`config.mk`:
```
export PLATFORM = sky130hd
export DESIGN_NAME = mux_frame_sequencer
export DESIGN_NICKNAME = d
export VERILOG_FILES = /design/src/rtl/seq_pkg.sv /design/src/rtl/seq_capture.sv /design/src/rtl/seq_sched.sv /design/src/rtl/seq_format.sv /design/src/rtl/mux_frame_sequencer.sv
export SDC_FILE = /design/constraint.sdc
export NUM_CORES = 1
export LEC_CHECK = 0
export ABC_CLOCK_PERIOD_IN_PS = 4800
export BUFFER_PORTS_ARGS = -buffer_cell sky130_fd_sc_hd__clkbuf_2
export CORE_ASPECT_RATIO = 1.1
export CORE_MARGIN = 5
export CORE_UTILIZATION = 30
export CTS_BUF_LIST = sky130_fd_sc_hd__clkbuf_8
export CTS_CLUSTER_SIZE = 12
export DETAILED_ROUTE_END_ITERATION = 10
export PLACE_DENSITY = 0.53
export REMOVE_ABC_BUFFERS = 1
export SLEW_MARGIN = 5
export SYNTH_ARGS = -nofsm -noshare
export SYNTH_HDL_FRONTEND = slang
export SYNTH_HIERARCHICAL = 1
export SYNTH_SLANG_ARGS = --single-unit
```
`constraint.sdc`:
```
create_clock -name clk -period 4.8 [get_ports clk]
set_input_delay 0 -clock clk [delete_from_list [all_inputs] [get_ports clk]]
set_output_delay 0 -clock clk [all_outputs]
set_load 0.01 [all_outputs]
```
`src/rtl/seq_pkg.sv`:
```
package seq_pkg;
  localparam int WORD_W = 16;

  typedef enum logic [1:0] {
    KIND_I    = 2'd0,
    KIND_Q    = 2'd1,
    KIND_GAIN = 2'd2,
    KIND_NONE = 2'd3
  } word_kind_e;

  typedef struct packed {
    logic [WORD_W-1:0] i_w;
    logic [WORD_W-1:0] q_w;
    logic [WORD_W-1:0] g_w;
  } chan_sample_t;
endpackage

```
`src/rtl/seq_capture.sv`:
```
module seq_capture
  import seq_pkg::*;
#(
  parameter int NCH = 4
) (
  input  logic                    clk,
  input  logic                    rst_n,
  input  logic [NCH-1:0]          smp_valid,
  input  logic [NCH*WORD_W-1:0]   smp_i,
  input  logic [NCH*WORD_W-1:0]   smp_q,
  input  logic [NCH*WORD_W-1:0]   smp_gain,
  input  logic [NCH-1:0]          take_mask,
  output chan_sample_t [NCH-1:0]  hold_o,
  output logic [NCH-1:0]          pending_o,
  output logic                    overrun_o
);
  chan_sample_t hold_q [NCH];
  logic         pend_q [NCH];
  logic [NCH-1:0] ovr_hit;

  for (genvar c = 0; c < NCH; c++) begin : g_chan
    always_ff @(posedge clk or negedge rst_n) begin
      if (!rst_n) begin
        hold_q[c] <= '0;
        pend_q[c] <= 1'b0;
      end else begin
        if (smp_valid[c]) begin
          hold_q[c] <= '{i_w: smp_i[c*WORD_W +: WORD_W],
                         q_w: smp_q[c*WORD_W +: WORD_W],
                         g_w: smp_gain[c*WORD_W +: WORD_W]};
          pend_q[c] <= 1'b1;
        end else if (take_mask[c]) begin
          pend_q[c] <= 1'b0;
        end
      end
    end
    assign hold_o[c]    = hold_q[c];
    assign pending_o[c] = pend_q[c];
    assign ovr_hit[c]   = smp_valid[c] & pend_q[c] & ~take_mask[c];
  end

  always_ff @(posedge clk or negedge rst_n) begin
    if (!rst_n) overrun_o <= 1'b0;
    else        overrun_o <= overrun_o | (|ovr_hit);
  end
endmodule

```
`src/rtl/seq_sched.sv`:
```
module seq_sched #(
  parameter int NCH   = 4,
  parameter int SLOTS = 8,
  localparam int CW   = $clog2(NCH),
  localparam int SW   = $clog2(SLOTS),
  localparam int IW   = SW + 1
) (
  input  logic                clk,
  input  logic                rst_n,
  input  logic [NCH-1:0]      pending,
  input  logic [SLOTS*CW-1:0] cfg_slot_chan,
  input  logic [IW-1:0]       eff_count,
  input  logic                split,
  output logic                busy,
  output logic [IW-1:0]       idx,
  output logic                start,
  output logic [NCH-1:0]      take_mask
);
  logic [NCH-1:0] needed;
  logic [IW:0]    step;
  logic [IW:0]    nxt;
  logic           last;

  always_comb begin
    needed = '0;
    for (int k = 0; k < SLOTS; k++) begin
      if (IW'(k) < eff_count) begin
        needed[cfg_slot_chan[k*CW +: CW]] = 1'b1;
      end
    end
  end

  assign step      = split ? (IW+1)'(2) : (IW+1)'(1);
  assign nxt       = {1'b0, idx} + step;
  assign last      = busy && (nxt >= {1'b0, eff_count});
  assign start     = (|needed) && ((pending & needed) == needed) && (!busy || last);
  assign take_mask = start ? needed : '0;

  always_ff @(posedge clk or negedge rst_n) begin
    if (!rst_n) begin
      busy <= 1'b0;
      idx  <= '0;
    end else if (start) begin
      busy <= 1'b1;
      idx  <= '0;
    end else if (last) begin
      busy <= 1'b0;
      idx  <= '0;
    end else if (busy) begin
      idx  <= nxt[IW-1:0];
    end
  end
endmodule

```
`src/rtl/seq_format.sv`:
```
module seq_format
  import seq_pkg::*;
#(
  parameter int NCH   = 4,
  parameter int SLOTS = 8,
  localparam int CW   = $clog2(NCH),
  localparam int SW   = $clog2(SLOTS),
  localparam int IW   = SW + 1,
  localparam int HALF = WORD_W / 2
) (
  input  logic                   clk,
  input  logic                   rst_n,
  input  logic                   load,
  input  chan_sample_t [NCH-1:0] hold_i,
  input  logic                   busy,
  input  logic [IW-1:0]          idx,
  input  logic [IW-1:0]          eff_count,
  input  logic [SLOTS*CW-1:0]    cfg_slot_chan,
  input  logic [SLOTS*2-1:0]     cfg_slot_kind,
  input  logic                   invert,
  input  logic                   split,
  output logic [WORD_W-1:0]      out_data
);
  chan_sample_t      frame_q [NCH];
  logic [WORD_W-1:0] slot_word [SLOTS];
  logic [WORD_W-1:0] cur_w, nxt_w, raw_w;
  logic [IW:0]       nidx;

  for (genvar c = 0; c < NCH; c++) begin : g_snap
    always_ff @(posedge clk or negedge rst_n) begin
      if (!rst_n)    frame_q[c] <= '0;
      else if (load) frame_q[c] <= hold_i[c];
    end
  end

  for (genvar k = 0; k < SLOTS; k++) begin : g_slot
    logic [CW-1:0] ch;
    word_kind_e    kd;
    assign ch = cfg_slot_chan[k*CW +: CW];
    assign kd = word_kind_e'(cfg_slot_kind[k*2 +: 2]);
    always_comb begin
      case (kd)
        KIND_I:    slot_word[k] = frame_q[ch].i_w;
        KIND_Q:    slot_word[k] = frame_q[ch].q_w;
        KIND_GAIN: slot_word[k] = frame_q[ch].g_w;
        default:   slot_word[k] = '0;
      endcase
    end
  end

  assign nidx  = {1'b0, idx} + (IW+1)'(1);
  assign cur_w = (idx < eff_count) ? slot_word[idx[SW-1:0]] : '0;
  assign nxt_w = (nidx < {1'b0, eff_count}) ? slot_word[nidx[SW-1:0]] : '0;
  assign raw_w = split ? {cur_w[WORD_W-1 -: HALF], nxt_w[WORD_W-1 -: HALF]} : cur_w;

  assign out_data = busy ? (raw_w ^ {WORD_W{invert}}) : '0;
endmodule

```
`src/rtl/mux_frame_sequencer.sv`:
```
module mux_frame_sequencer
  import seq_pkg::*;
#(
  parameter int NCH   = 4,
  parameter int SLOTS = 8,
  localparam int CW   = $clog2(NCH),
  localparam int SW   = $clog2(SLOTS),
  localparam int IW   = SW + 1
) (
  input  logic                  clk,
  input  logic                  rst_n,
  input  logic [NCH-1:0]        smp_valid,
  input  logic [NCH*WORD_W-1:0] smp_i,
  input  logic [NCH*WORD_W-1:0] smp_q,
  input  logic [NCH*WORD_W-1:0] smp_gain,
  input  logic [SLOTS*CW-1:0]   cfg_slot_chan,
  input  logic [SLOTS*2-1:0]    cfg_slot_kind,
  input  logic [IW-1:0]         cfg_slot_count,
  input  logic                  cfg_invert,
  input  logic                  cfg_split,
  output logic [WORD_W-1:0]     out_data,
  output logic                  out_valid,
  output logic                  out_fsync,
  output logic                  overrun
);
  chan_sample_t [NCH-1:0] hold;
  logic [NCH-1:0]         pending;
  logic [NCH-1:0]         take_mask;
  logic [IW-1:0]          eff_count;
  logic [IW-1:0]          idx;
  logic                   busy;
  logic                   start;

  assign eff_count = (cfg_slot_count > IW'(SLOTS)) ? IW'(SLOTS) : cfg_slot_count;

  seq_capture #(.NCH(NCH)) u_cap (
    .clk       (clk),
    .rst_n     (rst_n),
    .smp_valid (smp_valid),
    .smp_i     (smp_i),
    .smp_q     (smp_q),
    .smp_gain  (smp_gain),
    .take_mask (take_mask),
    .hold_o    (hold),
    .pending_o (pending),
    .overrun_o (overrun)
  );

  seq_sched #(.NCH(NCH), .SLOTS(SLOTS)) u_sched (
    .clk           (clk),
    .rst_n         (rst_n),
    .pending       (pending),
    .cfg_slot_chan (cfg_slot_chan),
    .eff_count     (eff_count),
    .split         (cfg_split),
    .busy          (busy),
    .idx           (idx),
    .start         (start),
    .take_mask     (take_mask)
  );

  seq_format #(.NCH(NCH), .SLOTS(SLOTS)) u_fmt (
    .clk           (clk),
    .rst_n         (rst_n),
    .load          (start),
    .hold_i        (hold),
    .busy          (busy),
    .idx           (idx),
    .eff_count     (eff_count),
    .cfg_slot_chan (cfg_slot_chan),
    .cfg_slot_kind (cfg_slot_kind),
    .invert        (cfg_invert),
    .split         (cfg_split),
    .out_data      (out_data)
  );

  assign out_valid = busy;
  assign out_fsync = busy && (idx == '0);
endmodule

```
# Word level (Yosys, flattened, before mapping)
# Cells that the tools add are included.
# Widths: inputs -> output; s select.
[totals]
reg_bits = 394
output_inout_bits = 19
[op_classes]
addsub = 2
n_lt_le_gt_ge = 38
eq_ne = 17
n_mux = 82
n_bitwise = 32
reduce_logical = 31
[op_table]
columns = ["operator", "count"]
rows = [
  ["$bmux 48 s2", 8],
  ["$mux 48", 16],
  ["$pmux 16 s3", 8],
  ["$mux 16", 7],
  ["$bmux 16 s3", 2],
  ["$mux 4", 13],
  ["$or 4x4->4", 7],
  ["$ge 3x3->1 const B", 8],
  ["$lt 2x3->1 const B", 8],
  ["$not 2->3", 8],
  ["$mux 1", 18],
  ["$demux 1 s2", 8],
  ["$eq 2x1->1 const B", 8],
  ["$eq 2x2->1 const B", 8],
  ["$ge 2x1->1 const B", 8],
  ["$logic_not 2->1", 8],
  ["$lt 3x4->1 const A", 4],
  ["$xor 16x16->16", 1],
  ["$logic_and 1x1->1", 12],
  ["$reduce_bool 2->1", 5],
  ["$and 1x1->1", 8],
  ["$ge 4x4->1 const B", 2],
  ["$lt 1x4->1 const A", 2],
  ["$lt 2x4->1 const A", 2],
  ["18 further kinds", 23],
]

# Depth between registers and ports, before layout
# Gate-level depths: netlist of run 1.
[depth]
depth_word = 28
ltp_mapped = 14
depth_no_buf = 13

# Hierarchy
# The synthesis of run 1 kept the hierarchy.
[modules_own_cells]
columns = ["module", "n_inst", "cells_per_inst", "area_per_inst_um2", "seq_area_each_um2"]
rows = [
  ["seq_format", 1, 1594, 20973.9, 4804.6],
  ["seq_capture", 1, 426, 7498.4, 4929.7],
  ["seq_sched", 1, 114, 848.3, 125.1],
  ["mux_frame_sequencer", 1, 6, 35.0, 0.0],
]

# Worst setup path after synthesis of run 1
# Ideal clock, no wire load.
[synth_timing]
path_kind = "reg-to-reg"
from = "reg u_sched.idx[0]"
to = "reg u_fmt/frame_q[10] (netlist bit)"
setup_time_ps = 125
arrival_ps = 3124
path_slack_ps = 1552
stages_incl_launch_ff = 13
n_path_buf = 3
cell_sequence = "dfrtp_1 > ha_1 > fa_1 > xor2_1 > ha_1 > o21ai_0 > a21oi_1 > nor4bb_1 > buf_1 > nor2b_1 > clkbuf_1 > clkbuf_1 > mux2_2"
[synth_between]
elab_chain_len = 5
[synth_rtl]
columns = ["item", "line", "source"]
rows = [
  ["start: declaration", "seq_sched.sv:15", "output logic [IW-1:0] idx,"],
  ["start signal: assignment", "seq_sched.sv:50", "idx <= nxt[IW-1:0];"],
  ["$add 4x5->5", "seq_sched.sv:34", "assign nxt = {1'b0, idx} + step;"],
  ["$ge 5x4->1", "seq_sched.sv:35", "assign last = busy && (nxt >= {1'b0, eff_count});"],
  ["$logic_and 1x1->1", "seq_sched.sv:35", ""],
  ["$logic_or 1x1->1", "seq_sched.sv:36", "assign start = (|needed) && ((pending & needed) == needed) && (!busy || last);"],
  ["$logic_and 1x1->1", "seq_sched.sv:36", ""],
  ["via start", "mux_frame_sequencer.sv:32", "logic start;"],
  ["end signal: indexed assignment", "seq_format.sv:32", "else if (load) frame_q[c] <= hold_i[c];"],
  ["end: declaration", "seq_format.sv:24", "chan_sample_t frame_q [NCH];"],
]
# The timed path passes the listed nets, and every way through them passes these cells.
# A chain may end at the register's enable or synchronous reset.

# Worst setup path in the final report of run 1
[layout_timing]
from = "reg u_sched.idx[1]"
to = "out out_data[2]"
[layout_between]
elab_chain_len = 9
word_cells_on_any_way = 16
[layout_rtl]
columns = ["item", "line", "source"]
rows = [
  ["$add 4x1->5", "seq_format.sv:51", "assign nidx = {1'b0, idx} + (IW+1)'(1);"],
  ["$not 3->4 (implied by the code)", "seq_format.sv:53", "assign nxt_w = (nidx < {1'b0, eff_count}) ? slot_word[nidx[SW-1:0]] : '0;"],
  ["$bmux 16 s3", "seq_format.sv:53", ""],
  ["$mux 16 (implied by the code) (2 in a row)", "seq_format.sv:53", ""],
  ["$mux 16", "seq_format.sv:53", ""],
  ["$mux 8 *", "seq_format.sv:54", "assign raw_w = split ? {cur_w[WORD_W-1 -: HALF], nxt_w[WORD_W-1 -: HALF]} : cur_w;"],
  ["$xor 16x16->16 *", "seq_format.sv:56", "assign out_data = busy ? (raw_w ^ {WORD_W{invert}}) : '0;"],
  ["$mux 16 *", "seq_format.sv:56", ""],
  ["end: declaration", "mux_frame_sequencer.sv:21", "output logic [WORD_W-1:0] out_data,"],
]
# Mark *: on every way between the ends. The rest lies on a longest branch, timed or not. The select of a mux whose other input is x is not followed.

==> results.yml, run 1 <==
worst_hold_path:
  hp-class: "input pin to flop"
  hold_path.startpoint: "smp_q[61]"
yosys:
  synth_area_leaders: "dfrtp_1, mux4_2, mux2_2"
  synth-main-ff-cell: "dfrtp_1"
  synth_area_sq_um: 29360
  yosysMostFrequentCell: "dfrtp_1"
  ys_seq_area_frac: 0.3359
  synth_top_area_cell: "dfrtp_1"
  ys_types: 68
  post-synth-top-area-fraction: 0.3359
  ys_warn_count: 6
  synth_edf_count: 0
  synth_cells: 2140
  async_reset_ff_frac: 1.000
  ys_ff_latch: 394
  synth_commonest_cells: "dfrtp_1, mux4_2, mux2_2, mux2i_1, nand2_1"
  syn-mean-instance-area_sq_um: 13.72
worst_setup_path:
  arrival_ns: 4.42
  path_buf_inv: 2
  r2r-end: "u_fmt/frame_q[76]"
  r2r_cells: 11
  path_cells: "buf_4, ha_1, a21o_1, a21oi_1, o211ai_1, nor3_1, nor4_2, mux2i_1, clkbuf_2"
  cp_slowest_cell: "o211ai_1"
  cp_data_required_time_ns: 4.80
  critPathCaptureType: "output pin"
  critPathKind: "flop to output pin"
  cpLargestDelayFamily: "compound AO/OA/AOI/OAI gates"
  cp_slowest_stage_delay_ns: 1.00
  reg2reg_from: "u_sched/idx[0]"
  r2r_slack_ns: 1.28
  cp.depth: 9
  cp-startpoint: "u_sched/idx[1]"
  cp_max_fo: 12
  endpoint: "out_data[2]"
  cp-start-kind: "flop"
floorplanning:
  start_util: 0.3017
  top_level_ports: 255
  dieArea_sq_um: 104200
  die_w_um: 308.3
  core_sq_um: 97290
  die_height_um: 338.1
  num_rows: 120
pwr:
  vdd_drop_max_mv: 0.4694
  total_power_mw: 20.20
  clkPwrFrac: 0.162
  leakagePower_nw: 13.95
  p_sw_frac: 0.4018
  pwr-share-seq: 0.336
  power_frac_comb: 0.501
  p_int_mw: 12.08
  p_switching_mw: 8.116
  powerDensity_nw_per_um2: 573.4
grt:
  overflow: 0
  met2_usage: 0.3320
  grt-busiest-layer: "met2"
  met1_usage: 0.2743
  grt_max_degree: 122
  groute.usage.overall: 0.2083
  grt_pass1_vias: 24160
  grt_pass1_wl_um: 162300
  grtUsageMet3: 0.05405
  grt_antenna_before_repair: 12
place:
  gp_congestion: 0.9284
  dpl.cell_count: 3553
  port_buffers: 254
  dpl.hpwl_um: 75340
route:
  ant_nets: 0
  drc: 0
  routed_wl_um: 110200
  detail_route.wl_per_cell_um: 28.34
  dr.pass1.iters: 6
  via_count: 22950
  dr.first_iter.drc_count: 2152
  vias_per_cell: 5.903
sta:
  finalCritPeriodShare: 0.9213
  fmax_mhz: 226.1
  final-setup-viol-count: 0
  rsz0062_at_grt: "no"
  finClkSkew_ns: 0.05388
  tightest_slew_ns: 1.260
  layout_min_cycle_time_ns: 4.422
  slew_headroom: 0.1565
  finalSetupTns_ns: 0
  report.final.hold_viol_count: 0
  slew_violations: 0
clocking:
  clk_latency_ns: 0.70
  cts_sinks: 394
  ctsHoldBuffers: 208
  cts_buffers: 72
  post-cts-setup-buffers: 0
  cts.clk_slew.worst_paths_ns: 0.07
  cts_buffer_depth: 3
  cts_root_buffer: "clkbuf_8"
  cts.htree.levels: 3
  cts_tree: "done"
  cts_resized: 0
status:
  status: "completed"
final_layout:
  final-seq-area_sq_um: 9861
  drive_gt1_frac: 0.4717
  multi_input_area_sq_um: 18090
  final_cells: 3888
  synthToLayoutAreaGrowth_pct: 19.99
  fillers: 9462
  fin_nets: 2805
run:
  max_cap_viol_count: 0
## through the flow
stage	utilization	setup WS, ns	hold slack [ns]	instance area (sq um)
after floorplan	-	-7.354	-0.2956	28020
after global placement	0.3253	0.8940	0.1472	31650
after detailed placement	0.3253	0.7936	0.1509	31650
after CTS	0.3618	0.3976	0.007482	35200
after global routing	0.3619	0.1767	0.03975	35210
final	0.3620	0.3779	0.08454	35220
## tightest hold or removal path: stages
cell	delay (ns)
dlygate4sd3_1	0.53
clkbuf_2	0.10
mux2_2	0.13
## layer usage
| metal | wire [um] | share of wire |
|---|---|---|
| met5 | 68 | 0.00062 |
| met2 | 51490 | 0.47 |
| met3 | 10140 | 0.092 |
| met1 | 44010 | 0.40 |
| met4 | 4464 | 0.041 |
## how the worst min path moves through the flow
| stage | end | slack, ns | cells past startpoint |
|---|---|---|---|
| after floorplan | u_cap/hold_o[0] | -0.30 | 0 |
| after global placement | u_cap/hold_o[180] | 0.15 | 1 |
| after detailed placement | u_cap/hold_o[180] | 0.15 | 1 |
| after CTS | u_cap/hold_o[173] | 0.007 | 3 |
| after global routing | u_cap/hold_o[173] | 0.04 | 3 |
| final | u_cap/hold_o[173] | 0.08 | 3 |
## cell type report
type / instances / share of cell area
multi-input cells: 1521 / 0.5135
diodes: 8 / 0.0005683
flip-flops and latches: 394 / 0.2799
inverters: 27 / 0.002877
clock buffers: 85 / 0.03321
clock inverters: 33 / 0.007957
repair buffers: 539 / 0.1164
well taps: 1281 / 0.04550
## state kept, by name, summed over array words and instances, names as in the netlist
name	cells
u_cap/overrun_o	1
u_fmt/frame_q	192
u_sched/idx	4
u_cap/pending_o	4
u_sched/busy	1
u_cap/hold_o	192
## power by group through the flow
stage | combinational, mW | sequential, mW | clock (mW)
2_1_floorplan | 6.57 | 5.65 | 0
3_3_place_gp | 9.73 | 6.58 | 0
3_5_place_dp | 9.86 | 6.76 | 0
4_1_cts | 10.1 | 6.70 | 3.41
5_1_grt | 10.8 | 6.99 | 3.54
6_report | 10.1 | 6.80 | 3.28
## cells in the final DEF, fill, tap and decap left out, types with 6 or more instances in the layout
cell type      Yosys  final
o211ai_1          20     20
nor2_1            26     26
diode_2            0      8
mux2i_1          150    150
clkbuf_8           0     85
nand2_1          126    126
inv_1             25     43
mux2_2           367    367
dlygate4sd3_1      0    207
o32ai_1            8      8
mux2_4            17     17
a21o_1             6      6
o21ai_1           43     43
a21oi_1           73     73
o22ai_1           26     26
buf_4             19     74
nor2b_2            0      8
buf_12             4     10
mux4_1             8      8
nand3_1           13     13
clkbuf_2           1    241
nor2b_1           23     14
a211oi_1           7      7
o21ai_0           86     86
ha_1              13     13
nor4_2             6      6
dfrtp_1          394    393
nand2b_1          17     17
nor3_1            38     38
mux4_2           379    379
## kinds of logic after synthesis
group / Yosys count / share of synthesized area
muxes: 921 / 0.4986
DFF: 394 / 0.3359
AOI/OAI and AO/OA: 305 / 0.06202
and+or+nand+nor: 277 / 0.04697
buffers and inverters: 225 / 0.04893
adders and majority gates: 14 / 0.006223
xor gates and xnor gates: 4 / 0.001449
Power figures use the tool's default switching activity.
==> inputs of run 2 (changes only) <==
Settings changed: ABC_CLOCK_PERIOD_IN_PS 4800 to 5300, CELL_PAD_IN_SITES_DETAIL_PLACEMENT set to 1, CELL_PAD_IN_SITES_GLOBAL_PLACEMENT set to 2, PLACE_DENSITY 0.53 to 0.67.
Clock period 4.8 ns to 5.3 ns, I/O delays scaled along.
==> results.yml, run 2 (same netlist as run 1, synthesis figures left out) <==
worst_setup_path:
  cp_max_fo: 18
  critPathKind: "flop to output pin"
  cp-start-kind: "flop"
  path_cells: "ha_1, xnor2_2, inv_1, ha_1, o21ai_0, a21oi_1, nor3_1, inv_1, o22ai_1, nor4_2, mux2i_1, clkbuf_2"
  r2r-end: "u_fmt/frame_q[59]"
  cp_data_required_time_ns: 5.30
  r2r_cells: 11
  cp_slowest_stage_delay_ns: 0.67
  arrival_ns: 4.82
  cpLargestDelayFamily: "simple AND/OR/NAND/NOR gates"
  path_buf_inv: 3
  critPathCaptureType: "output pin"
  cp-startpoint: "u_sched/idx[0]"
  cp_slowest_cell: "xnor2_2"
  r2r_slack_ns: 1.57
  cp.depth: 12
  endpoint: "out_data[1]"
  reg2reg_from: "u_sched/idx[1]"
run:
  max_cap_viol_count: 0
sta:
  final-setup-viol-count: 0
  tightest_slew_ns: 1.249
  layout_min_cycle_time_ns: 4.818
  fmax_mhz: 207.6
  report.final.hold_viol_count: 0
  fin_hold_ws_ns: 0.02121
  rsz0062_at_grt: "no"
  finalCritPeriodShare: 0.9090
  slew_violations: 0
  finClkSkew_ns: 0.04401
  finalSetupTns_ns: 0
  slew_headroom: 0.1638
final_layout:
  synthToLayoutAreaGrowth_pct: 20.61
  final-seq-area_sq_um: 9861
  multi_input_area_sq_um: 18090
  fillers: 10360
  final_cell_mix: "dfrtp_1, mux4_2, mux2_2"
  final_common_cell: "dfrtp_1"
  drive_gt1_frac: 0.4660
  design_area_sq_um: 35410
  fin_nets: 2817
floorplanning:
  top_level_ports: 255
  start_util: 0.3017
  die_height_um: 338.1
  core_sq_um: 97290
  die_w_um: 308.3
  dieArea_sq_um: 104200
  num_rows: 120
clocking:
  cts_sinks: 394
  cts_buffers: 74
  cts_buffer_depth: 3
  cts_tree: "done"
  post-cts-setup-buffers: 0
  clk_latency_ns: 0.73
  cts.htree.levels: 3
  cts.clk_slew.worst_paths_ns: 0.06
  cts_root_buffer: "clkbuf_8"
pwr:
  p_int_mw: 10.98
  leakagePower_nw: 14.00
  power_frac_comb: 0.502
  p_sw_frac: 0.4057
  vdd_drop_max_mv: 0.3260
  powerDensity_nw_per_um2: 521.8
  pwr-share-seq: 0.330
  clkPwrFrac: 0.168
  p_switching_mw: 7.495
grt:
  overflow: 0
  groute.usage.overall: 0.2165
  grt_pass1_wl_um: 168900
  grt_antenna_before_repair: 10
  grt_max_degree: 152
  grt_pass1_vias: 24770
route:
  routed_wl_um: 114500
  via_count: 22900
  ant_nets: 0
  drc: 0
  vias_per_cell: 5.864
  dr.first_iter.drc_count: 2111
  detail_route.wl_per_cell_um: 29.32
  dr.pass1.iters: 7
place:
  dpl.hpwl_um: 77880
  port_buffers: 254
  postPlaceCellArea_sq_um: 31460
  gp_congestion: 0.9326
worst_hold_path:
  hp-class: "input pin to flop"
status:
  status: "completed"
==> run 2: through the flow <==
| step | setup slack [ns] | util | instances | power (mW) |
|---|---|---|---|---|
| 3_5_place_dp | 1.182 | 0.3234 | 3535 | 15.13 |
| 6_report | 0.4825 | 0.3639 | 3905 | 18.48 |
| 2_1_floorplan | -6.854 | - | 1942 | 11.15 |
| 5_1_grt | 0.2911 | 0.3638 | 3902 | 19.49 |
| 3_3_place_gp | 1.231 | 0.3234 | 3535 | 14.78 |
| 4_1_cts | 0.3156 | 0.3637 | 3899 | 18.50 |
==> run 2: repair_timing <==
action | 4_1_cts | 5_1_grt
endpoints found under the setup margin | 0 | 2
hold buffers | 237 | 0
gates resized for setup | 0 | 1
hold endpoints to repair | 314 | 0
==> run 2: layout make-up <==
type,instances,share of cell area
antenna,6,0.0004241
timing repair buffer,549,0.1187
multi-input combinational,1521,0.5110
clock inverter,31,0.005937
sequential,394,0.2785
tap,1281,0.04527
inverter,27,0.002862
clock buffer,96,0.03732
==> run 2: power by group through the flow <==
stage | clock network, mW | registers [mW] | logic, mW
global placement | 0 | 5.93 | 8.85
finish | 3.10 | 6.10 | 9.28
detailed placement | 0 | 6.11 | 9.03
CTS | 3.22 | 6.06 | 9.22
floorplan | 0 | 5.12 | 6.03
global route | 3.36 | 6.29 | 9.83
==> run 2: worst min path at each step <==
stage	from	end	slack, ns	depth (start not counted)
after floorplan	rst_n	u_cap/hold_o[0]	-0.30	0
after global placement	rst_n	u_cap/hold_o[71]	0.18	1
after detailed placement	rst_n	u_cap/hold_o[71]	0.19	1
after CTS	smp_i[3]	u_cap/hold_o[35]	0.00006	3
after global routing	smp_i[35]	u_cap/hold_o[131]	0.03	3
final	smp_valid[1]	u_cap/pending_o[1]	0.02	2
==> run 2: layer usage <==
metal	up-vias	global-route usage	routed length, um
met5	-	0	51
met4	8	0.06261	3222
met3	192	0.04517	8529
met2	1044	0.3535	54600
met1	12220	0.2935	48100
li1	9438	-	-
==> run 2: worst reg2reg max path, cell delays in order, from the launching register on <==
cell and delay (ns):
dfrtp_1 0.39, buf_4 0.25, fa_1 0.50, xor2_1 0.25, ha_1 0.27, o21ai_0 0.17, a21oi_1 0.06, nor4bb_1 0.31
buf_4 0.26, nor2b_4 0.08, buf_12 0.19, mux2_2 0.85
